$ cat src/rtl/bsa_pkg.sv
package bsa_pkg;

    typedef enum logic [2:0] {
        ST_IDLE,
        ST_S_ARM,
        ST_S_RUN,
        ST_P_RUN,
        ST_P_DONE
    } bsa_state_e;

    typedef enum logic [1:0] {
        DP_HOLD,
        DP_LOAD,
        DP_CLEAR,
        DP_SHIFT
    } bsa_cmd_e;

endpackage

$ cat src/rtl/bsa_fa.sv
module bsa_fa (
    input  logic x,
    input  logic y,
    input  logic cin,
    output logic s,
    output logic cout
);
    always_comb begin
        s    = x ^ y ^ cin;
        cout = (x & y) | (cin & (x ^ y));
    end
endmodule

$ cat src/rtl/bsa_datapath.sv
module bsa_datapath
    import bsa_pkg::*;
#(
    parameter int N = 6
) (
    input  logic           clk,
    input  logic           rst,
    input  bsa_cmd_e       cmd,
    input  logic [N-1:0]   par_a,
    input  logic [N-1:0]   par_b,
    input  logic           ins_a,
    input  logic           ins_b,
    output logic [N:0]     res_q,
    output logic           res_top
);
    localparam int RW = N + 1;

    logic [N-1:0]  a_q, b_q;
    logic          carry_q;
    logic          fa_s, fa_c;

    bsa_fa u_fa (
        .x    (a_q[0]),
        .y    (b_q[0]),
        .cin  (carry_q),
        .s    (fa_s),
        .cout (fa_c)
    );

    always_ff @(posedge clk) begin
        if (rst) begin
            a_q     <= '0;
            b_q     <= '0;
            carry_q <= 1'b0;
            res_q   <= '0;
        end else begin
            unique case (cmd)
                DP_LOAD: begin
                    a_q     <= par_a;
                    b_q     <= par_b;
                    carry_q <= 1'b0;
                    res_q   <= '0;
                end
                DP_CLEAR: begin
                    a_q     <= '0;
                    b_q     <= '0;
                    carry_q <= 1'b0;
                    res_q   <= '0;
                end
                DP_SHIFT: begin
                    if (N > 1) begin
                        a_q <= {ins_a, a_q[N-1:1]};
                        b_q <= {ins_b, b_q[N-1:1]};
                    end else begin
                        a_q <= N'(ins_a);
                        b_q <= N'(ins_b);
                    end
                    carry_q <= fa_c;
                    res_q   <= {fa_s, res_q[RW-1:1]};
                end
                DP_HOLD: ;
                default: ;
            endcase
        end
    end

    assign res_top = res_q[N];

    // every load or clear starts the carry chain from zero
    a_r1_carry_cleared: assert property (@(posedge clk) disable iff (rst)
        (cmd == DP_LOAD || cmd == DP_CLEAR) |=> (carry_q == 1'b0));

endmodule

$ cat src/rtl/bsa_ctrl.sv
module bsa_ctrl
    import bsa_pkg::*;
#(
    parameter int N = 6
) (
    input  logic     clk,
    input  logic     rst,
    input  logic     par_go,
    input  logic     ser_en,
    output bsa_cmd_e cmd,
    output logic     ser_sel,
    output logic     p_done,
    output logic     s_valid
);
    localparam int              CW       = $clog2(N + 2);
    localparam logic [CW-1:0]   CNT_LAST = CW'(N);

    bsa_state_e    st, st_nx;
    logic [CW-1:0] cnt;

    // next-state selection
    always_comb begin
        st_nx = st;
        if (par_go) begin
            st_nx = ST_P_RUN;
        end else begin
            unique case (st)
                ST_IDLE,
                ST_P_DONE: if (ser_en) st_nx = ST_S_ARM;
                ST_S_ARM:  st_nx = ser_en ? ST_S_RUN : ST_IDLE;
                ST_S_RUN:  if (!ser_en) st_nx = ST_IDLE;
                ST_P_RUN:  if (cnt == CNT_LAST) st_nx = ST_P_DONE;
                default:   st_nx = ST_IDLE;
            endcase
        end
    end

    // state register
    always_ff @(posedge clk) begin
        if (rst) st <= ST_IDLE;
        else     st <= st_nx;
    end

    // shift counter and streaming valid flag
    always_ff @(posedge clk) begin
        if (rst) begin
            cnt     <= '0;
            s_valid <= 1'b0;
        end else begin
            s_valid <= 1'b0;
            if (par_go) begin
                cnt <= '0;
            end else begin
                unique case (st)
                    ST_P_RUN: cnt <= cnt + 1'b1;
                    ST_S_RUN: begin
                        if (ser_en) begin
                            if (cnt != CNT_LAST) cnt <= cnt + 1'b1;
                            s_valid <= (cnt == CNT_LAST);
                        end else begin
                            cnt <= '0;
                        end
                    end
                    default: cnt <= '0;
                endcase
            end
        end
    end

    // outputs
    always_comb begin
        cmd     = DP_HOLD;
        ser_sel = (st == ST_S_RUN);
        p_done  = (st == ST_P_DONE);
        if (par_go) begin
            cmd = DP_LOAD;
        end else begin
            unique case (st)
                ST_IDLE,
                ST_P_DONE: cmd = ser_en ? DP_CLEAR : DP_HOLD;
                ST_S_ARM:  cmd = DP_HOLD;
                ST_S_RUN:  cmd = ser_en ? DP_SHIFT : DP_HOLD;
                ST_P_RUN:  cmd = DP_SHIFT;
                default:   cmd = DP_HOLD;
            endcase
        end
    end

    // a strobe always restarts from a clean count
    a_r4_strobe_restarts: assert property (@(posedge clk) disable iff (rst)
        par_go |=> (st == ST_P_RUN && cnt == '0));

    // the arming state lasts exactly one cycle
    a_r6_arm_single_cycle: assert property (@(posedge clk) disable iff (rst)
        (st == ST_S_ARM) |=> (st != ST_S_ARM));

    // completion only after the full N+1 shifts
    a_r2_done_after_count: assert property (@(posedge clk) disable iff (rst)
        $rose(p_done) |-> ($past(cnt) == CNT_LAST));

endmodule

$ cat src/rtl/bitser_add.sv
module bitser_add
    import bsa_pkg::*;
#(
    parameter int N = 6
) (
    input  logic         clk,
    input  logic         rst,
    input  logic         par_go,
    input  logic [N-1:0] opa_par,
    input  logic [N-1:0] opb_par,
    input  logic         ser_en,
    input  logic         opa_bit,
    input  logic         opb_bit,
    output logic [N:0]   sum_word,
    output logic         sum_bit,
    output logic         sum_ok
);
    bsa_cmd_e cmd;
    logic     ser_sel, p_done, s_valid;
    logic     ins_a, ins_b;

    bsa_ctrl #(.N(N)) u_ctrl (
        .clk     (clk),
        .rst     (rst),
        .par_go  (par_go),
        .ser_en  (ser_en),
        .cmd     (cmd),
        .ser_sel (ser_sel),
        .p_done  (p_done),
        .s_valid (s_valid)
    );

    // streamed bits enter only in streaming run; parallel shifts fill zeros
    assign ins_a = ser_sel & opa_bit;
    assign ins_b = ser_sel & opb_bit;

    bsa_datapath #(.N(N)) u_dp (
        .clk     (clk),
        .rst     (rst),
        .cmd     (cmd),
        .par_a   (opa_par),
        .par_b   (opb_par),
        .ins_a   (ins_a),
        .ins_b   (ins_b),
        .res_q   (sum_word),
        .res_top (sum_bit)
    );

    assign sum_ok = p_done | (s_valid & ser_en);

    // the cycle after a strobe never shows a valid result
    a_r3_no_valid_after_strobe: assert property (@(posedge clk) disable iff (rst)
        par_go |=> !sum_ok);

    // a finished parallel result is held steady
    a_r2_result_held: assert property (@(posedge clk) disable iff (rst)
        (p_done && $past(p_done) && !$past(par_go)) |-> $stable(sum_word));

endmodule

$ cat config.mk
export PLATFORM = sky130hd
export DESIGN_NAME = bitser_add
export DESIGN_NICKNAME = d
export VERILOG_FILES = /design/src/rtl/bsa_pkg.sv /design/src/rtl/bsa_fa.sv /design/src/rtl/bsa_datapath.sv /design/src/rtl/bsa_ctrl.sv /design/src/rtl/bitser_add.sv
export SDC_FILE = /design/constraint.sdc
export NUM_CORES = 1
export LEC_CHECK = 0
export BUFFER_PORTS_ARGS = -buffer_cell sky130_fd_sc_hd__buf_2
export CORE_UTILIZATION = 45
export DETAILED_ROUTE_END_ITERATION = 7
export PLACE_DENSITY_LB_ADDON = 0.25
export SLEW_MARGIN = 5
export SYNTH_ARGS = -nofsm -noshare
export SYNTH_HDL_FRONTEND = slang
export SYNTH_SLANG_ARGS = --single-unit
$ cat constraint.sdc
create_clock -name clk -period 1.9 [get_ports clk]
set_clock_uncertainty 0.15 [all_clocks]
set_input_delay 0.285 -clock clk [delete_from_list [all_inputs] [get_ports clk]]
set_output_delay 0.285 -clock clk [all_outputs]
set_load 0.01 [all_outputs]
# Yosys cells after proc, flatten, opt, wreduce, memory -nomap -nowiden
# Cells that the tools add are included.
dict set report totals {
  register_bits 27
  in_bits 18
}
dict set report op_classes {
  add_sub_neg 1
  n_eq_ne 16
  n_mux 17
  bitwise 11
  n_reduce_logical 9
}
# operator count
set ops {}
lappend ops {{one-hot mux 6 bit (3 select lines)} 2}
lappend ops {{two-way mux 3 bit} 5}
lappend ops {{one-hot mux 7 bit (2 select lines)} 1}
lappend ops {{one-hot mux 3 bit (4 select lines)} 1}
lappend ops {{two-way mux 2 bit} 5}
lappend ops {{!= test 3 bit, second input constant} 3}
lappend ops {{== test 3 x 2 -> 1 bit, second input constant} 2}
lappend ops {{== test 3 bit, second input constant} 2}
lappend ops {{!= test 3 x 2 -> 1 bit, second input constant} 2}
lappend ops {{one-hot mux 2 bit (3 select lines)} 1}
lappend ops {{one-hot mux 3 bit (2 select lines)} 1}
lappend ops {{AND reduction 3 bit} 2}
lappend ops {{OR reduction 2 bit} 3}
lappend ops {{bitwise AND 1 bit} 5}
lappend ops {{== test 2 bit, second input constant} 2}
lappend ops {{!= test 2 bit, second input constant} 2}
lappend ops {{OR reduction 4 bit} 1}
lappend ops {{adder 3 x 1 -> 3 bit, second input constant} 1}
lappend ops {{== test 3 x 1 -> 1 bit, second input constant} 1}
lappend ops {{zero test 3 bit} 1}
lappend ops {{nonzero test 3 bit} 1}
lappend ops {{== test 2 x 1 -> 1 bit, second input constant} 1}
lappend ops {{!= test 2 x 1 -> 1 bit, second input constant} 1}
lappend ops {{NOT 1 bit} 2}
lappend ops {{4 further kinds} 6}

# Logic depth before layout (Yosys ltp)
dict set report depth {
  ltp_word 7
  depth_mapped 7
  depth_no_buf 6
}

# Cells and area by module
# A second synthesis with hierarchy kept.
dict set report hier_totals {
  cells_unflattened 139
  area_unflattened_um2 1346.3
}
# module n_inst cells_each area_each_um2
set by_module_without_submodules {}
lappend by_module_without_submodules {bsa_datapath 1 92 904.6}
lappend by_module_without_submodules {bsa_ctrl 1 43 401.6}
lappend by_module_without_submodules {bitser_add 1 3 20.0}
lappend by_module_without_submodules {bsa_fa 1 1 20.0}

# Worst setup path after synthesis
# Ideal clock, no wire load.
dict set report synth_path {
  kind {register -> register}
  from {reg u_ctrl.st[1]}
  to {reg u_dp.a_q[5]}
  t_arrival_ps 1393
  required_ps 1622
  path_slack_ps 229
  path_stages_with_launch 7
  n_path_buf 2
  period_less_slack_ps 1671
  cell_sequence {dfxtp_1 mux2_4 o21a_1 buf_6 buf_6 a222oi_1 nor2_1}
}
dict set report synth_between {
  elab_chain_cells 6
  word_cells_on_any_way 13
}
# element line
set synth_lines {}
lappend synth_lines {{start, declared} bsa_ctrl.sv:18} ;# bsa_state_e st, st_nx;
lappend synth_lines {{start signal, assigned} bsa_ctrl.sv:41} ;# else st <= st_nx;
lappend synth_lines {{== test 3 bit or zero test 3 bit (tied branches)} bsa_ctrl.sv:78} ;# unique case (st)
lappend synth_lines {{OR reduction 2 bit} bsa_ctrl.sv:78}
lappend synth_lines {{one-hot mux 2 bit (3 select lines)} bsa_ctrl.sv:78}
lappend synth_lines {{two-way mux 2 bit} bsa_ctrl.sv:75} ;# if (par_go) begin
lappend synth_lines {{== test 2 bit or == test 2 x 1 -> 1 bit (tied branches)} bsa_datapath.sv:37} ;# unique case (cmd)
lappend synth_lines {{one-hot mux 6 bit (3 select lines) or nonzero test 3 bit (tied branches)} --}
lappend synth_lines {{end signal, assigned} bsa_datapath.sv:39} ;# a_q <= par_a;
lappend synth_lines {{end signal, assigned} bsa_datapath.sv:52} ;# a_q <= {ins_a, a_q[N-1:1]};
lappend synth_lines {{end signal, assigned} bsa_datapath.sv:55} ;# a_q <= N'(ins_a);
lappend synth_lines {{end, declared} bsa_datapath.sv:18} ;# logic [N-1:0] a_q, b_q;
# Parallel ways exist; a longest one is shown, timed or not.
# A chain may end at the register's enable or synchronous reset.

# Final worst setup path
dict set report layout_path {
  from {reg u_ctrl.st[0]}
  to {out sum_ok}
}
dict set report layout_between {
  elab_chain_cells 2
}
# element line
set layout_lines {}
lappend layout_lines {{== test 3 bit} bsa_ctrl.sv:74} ;# p_done = (st == ST_P_DONE);
lappend layout_lines {{bitwise OR 1 bit} bitser_add.sv:49} ;# assign sum_ok = p_done | (s_valid & ser_en);
lappend layout_lines {{end, declared} bitser_add.sv:16} ;# output logic sum_ok
# Every way passes these cells.

==> impl_metrics.json <==
{
  "yosysMostFrequentCell": "dfxtp_1",
  "dr.max_layer_used": "met4",
  "start_util_pct": 48.0,
  "grt_pass1_vias": 905,
  "insertedDiodeCount": 0,
  "clkTransAtPathRegs_ps": 160,
  "total_power_w": 0.00102,
  "yosysTopAreaCell": "dfxtp_1",
  "design.core.area_um2": 2480,
  "hpwl_mm": 1.71,
  "drtAntennaViolNets": 0,
  "num_io_pins": 27,
  "relSlewSlack_pct": 68.0,
  "fp-row-count": 18,
  "reg2reg_from": "u_ctrl.st[1]",
  "cts-resized-gates": 0,
  "synth.top_cells.by_count": "dfxtp_1, nor2_1, nor3_1",
  "avgSynthCellArea_um2": 9.22,
  "rsz0062_at_grt": "no",
  "grtUsageTotal_pct": 19.4,
  "synth_cell_type_count": 32,
  "path_buf_inv": 1,
  "wl_met2_mm": 1.12,
  "r2r_setup_slack_ps": 230,
  "async_reset_ff_share_pct": 0,
  "whs_endpoint": "u_dp.a_q[4]",
  "seq_area_frac_synth_pct": 45.4,
  "rr_endpoint": "u_ctrl.cnt[0]",
  "utilization_pct": 55.8,
  "drive_above_1_share_pct": 25.3,
  "grt-ovfl-total": 0,
  "vdd_drop_max_mv": 0.620,
  "setup_slack_ps": 186,
  "status": "complete, no violations",
  "worstSetupPathType": "flop to output port",
  "reg2reg_depth": 5,
  "fp.dieW_um": 53.4,
  "min_period_ps": 1710,
  "synth_edf_count": 0,
  "cts_tree": "built",
  "fin_crit_sh_pct": 90.2,
  "cp_slowest_stage_delay_ps": 510,
  "vias_per_cell": 5.61,
  "path_max_fanout": 9,
  "antenna_found_initial": 0,
  "synthTopCellsByArea": "dfxtp_1, a221oi_1, nor2_1",
  "dr_wl_met3_um": 121,
  "clock_sinks": 27,
  "syn_nets": 150,
  "cts_made_buffers": 3,
  "fmax_mhz": 583,
  "synth_flop_cell": "dfxtp_1",
  "area_delta_synth_final_pct": 16.2,
  "endpoint_kind": "output port",
  "p_leak_nw": 0.573,
  "routed_wl_mm": 2.46,
  "clock_tree.buffer_depth": 2,
  "fin_nets": 176,
  "post_cts_buffers": 0,
  "hold_buffers": 0,
  "wl_met1_mm": 1.20,
  "dp_slack_ps": 96.6,
  "routedWlPerCell_um": 13.4,
  "p_per_area_nw_per_um2": 739,
  "die_area_um2": 2850,
  "worstPathCellList": "nor2_1 -> a22o_1 -> buf_2",
  "drv_slew": 0,
  "synthCells": 129,
  "place_area_um2": 1330,
  "setup_viol": 0,
  "clk_latency_ps": 340,
  "finalHoldViolations": 0,
  "grt_max_degree": 28,
  "yosysWarnings": 0,
  "via_count": 1032,
  "hold_path.startpoint": "opa_par[4]",
  "worstMarginPinSlew_ps": 480,
  "grt_pass1_wl_mm": 4.02,
  "io_buffers": 26,
  "maxCapViolCount": 0,
  "synth_top_area_share_pct": 45.4,
  "num-fill-cells": 248,
  "htreeDepth": 1,
  "crit_slowest_cell": "dfxtp_1",
  "drc": 0,
  "gp_congestion": 0.806,
  "fin_setup_tns_ps": 0,
  "root_buffer": "clkbuf_4",
  "crit_arrival_ps": 1280,
  "cpLargestDelayFamily": "flip-flops",
  "crit_path_start_kind": "flop",
  "worstHoldPathType": "primary input to flop",
  "min_path_cells": 3,
  "fp.dieH_um": 53.4,
  "required_ps": 1460,
  "syn_area_um2": 1190,
  "fin_area_um2": 1380,
  "first_pass_iters": 4,
  "synth_seq_cells": 27,
  "drt_iter0_drc": 15
}
==> state kept, by name (all words and copies together) (netlist names) <==
| signal | cells |
|---|---|
| u_ctrl.cnt | 3 |
| u_ctrl.s_valid | 1 |
| u_ctrl.st | 3 |
| u_dp.a_q | 6 |
| u_dp.b_q | 6 |
| u_dp.carry_q | 1 |
| u_dp.res_q | 7 |
==> logic make-up (layout without fill, tap and decap cells) <==
kind of cell             count (synthesis)  after routing  share of synthesized area [%]
AND/OR/NAND/NOR                         51             51                           21.2
multiplexers                             1              1                           1.26
XOR/XNOR                                 2              2                           1.47
AO/OA/AOI/OAI                           31             31                           19.9
buffers and inverters                   14             39                           6.94
flip-flops                              27             27                           45.4
adder cells (fa/ha/maj)                  3              3                           3.79
==> layout make-up <==
cell class,count,area [um2],area share [%]
inverters,4,15.0,1.09
well taps,30,37.5,2.71
clock inverters,1,7.51,0.543
repair buffers,31,193,13.9
multi-input cells,88,567,41.0
clock buffers,3,22.5,1.63
flip-flops and latches,27,541,39.1
==> layout by cell type (no fill, tap or decap), types with 2 or more instances in the layout <==
cell,Yosys,final
nor2_1,23,23
a31oi_1,2,2
nor3_1,13,13
clkbuf_4,0,3
buf_12,0,2
ha_1,2,2
a222oi_1,2,2
inv_1,4,4
buf_2,0,26
a22oi_1,8,8
or3_1,3,3
buf_4,2,3
a21oi_1,3,3
a211oi_1,2,2
dfxtp_1,27,27
nand2b_1,2,2
a221oi_1,10,10
nand2_1,4,4
==> stage by stage <==
stage	hold WS [ps]	std cells
after global routing	51.8	184
after detailed placement	333	179
after floorplan	275	129
after CTS	42.9	183
final	52.2	184
after global placement	324	179
==> worst max-delay path by stage <==
stage,from,end,depth (start not counted)
4_1_cts,u_ctrl.st[0],u_dp.b_q[3],4
3_5_place_dp,u_ctrl.st[0],u_dp.b_q[3],4
2_1_floorplan,u_ctrl.st[1],u_dp.a_q[5],6
3_3_place_gp,u_ctrl.st[0],u_dp.b_q[1],4
6_report,u_ctrl.st[0],sum_ok,3
5_1_grt,u_ctrl.st[1],u_ctrl.cnt[0],5
==> routing by layer <==
layer	vias up	track usage, %
li1	526	-
met1	484	24.9
met4	0	3.95
met5	-	0
met3	4	6.90
met2	18	30.8
==> power breakdown <==
part | total (W) | internal (W) | switching [W] | leakage, nW
sequential | 0.000609 | 0.000591 | 0.0000184 | 0.221
combinational | 0.000154 | 0.0000723 | 0.0000820 | 0.338
clock | 0.000258 | 0.0000808 | 0.000177 | 0.0139
total | 0.00102 | 0.000744 | 0.000277 | 0.573
==> worst min-delay path: stages <==
cell and delay (ps):
buf_2 110, nor2_1 80, nor3_1 50
Power figures use the tool's default switching activity.
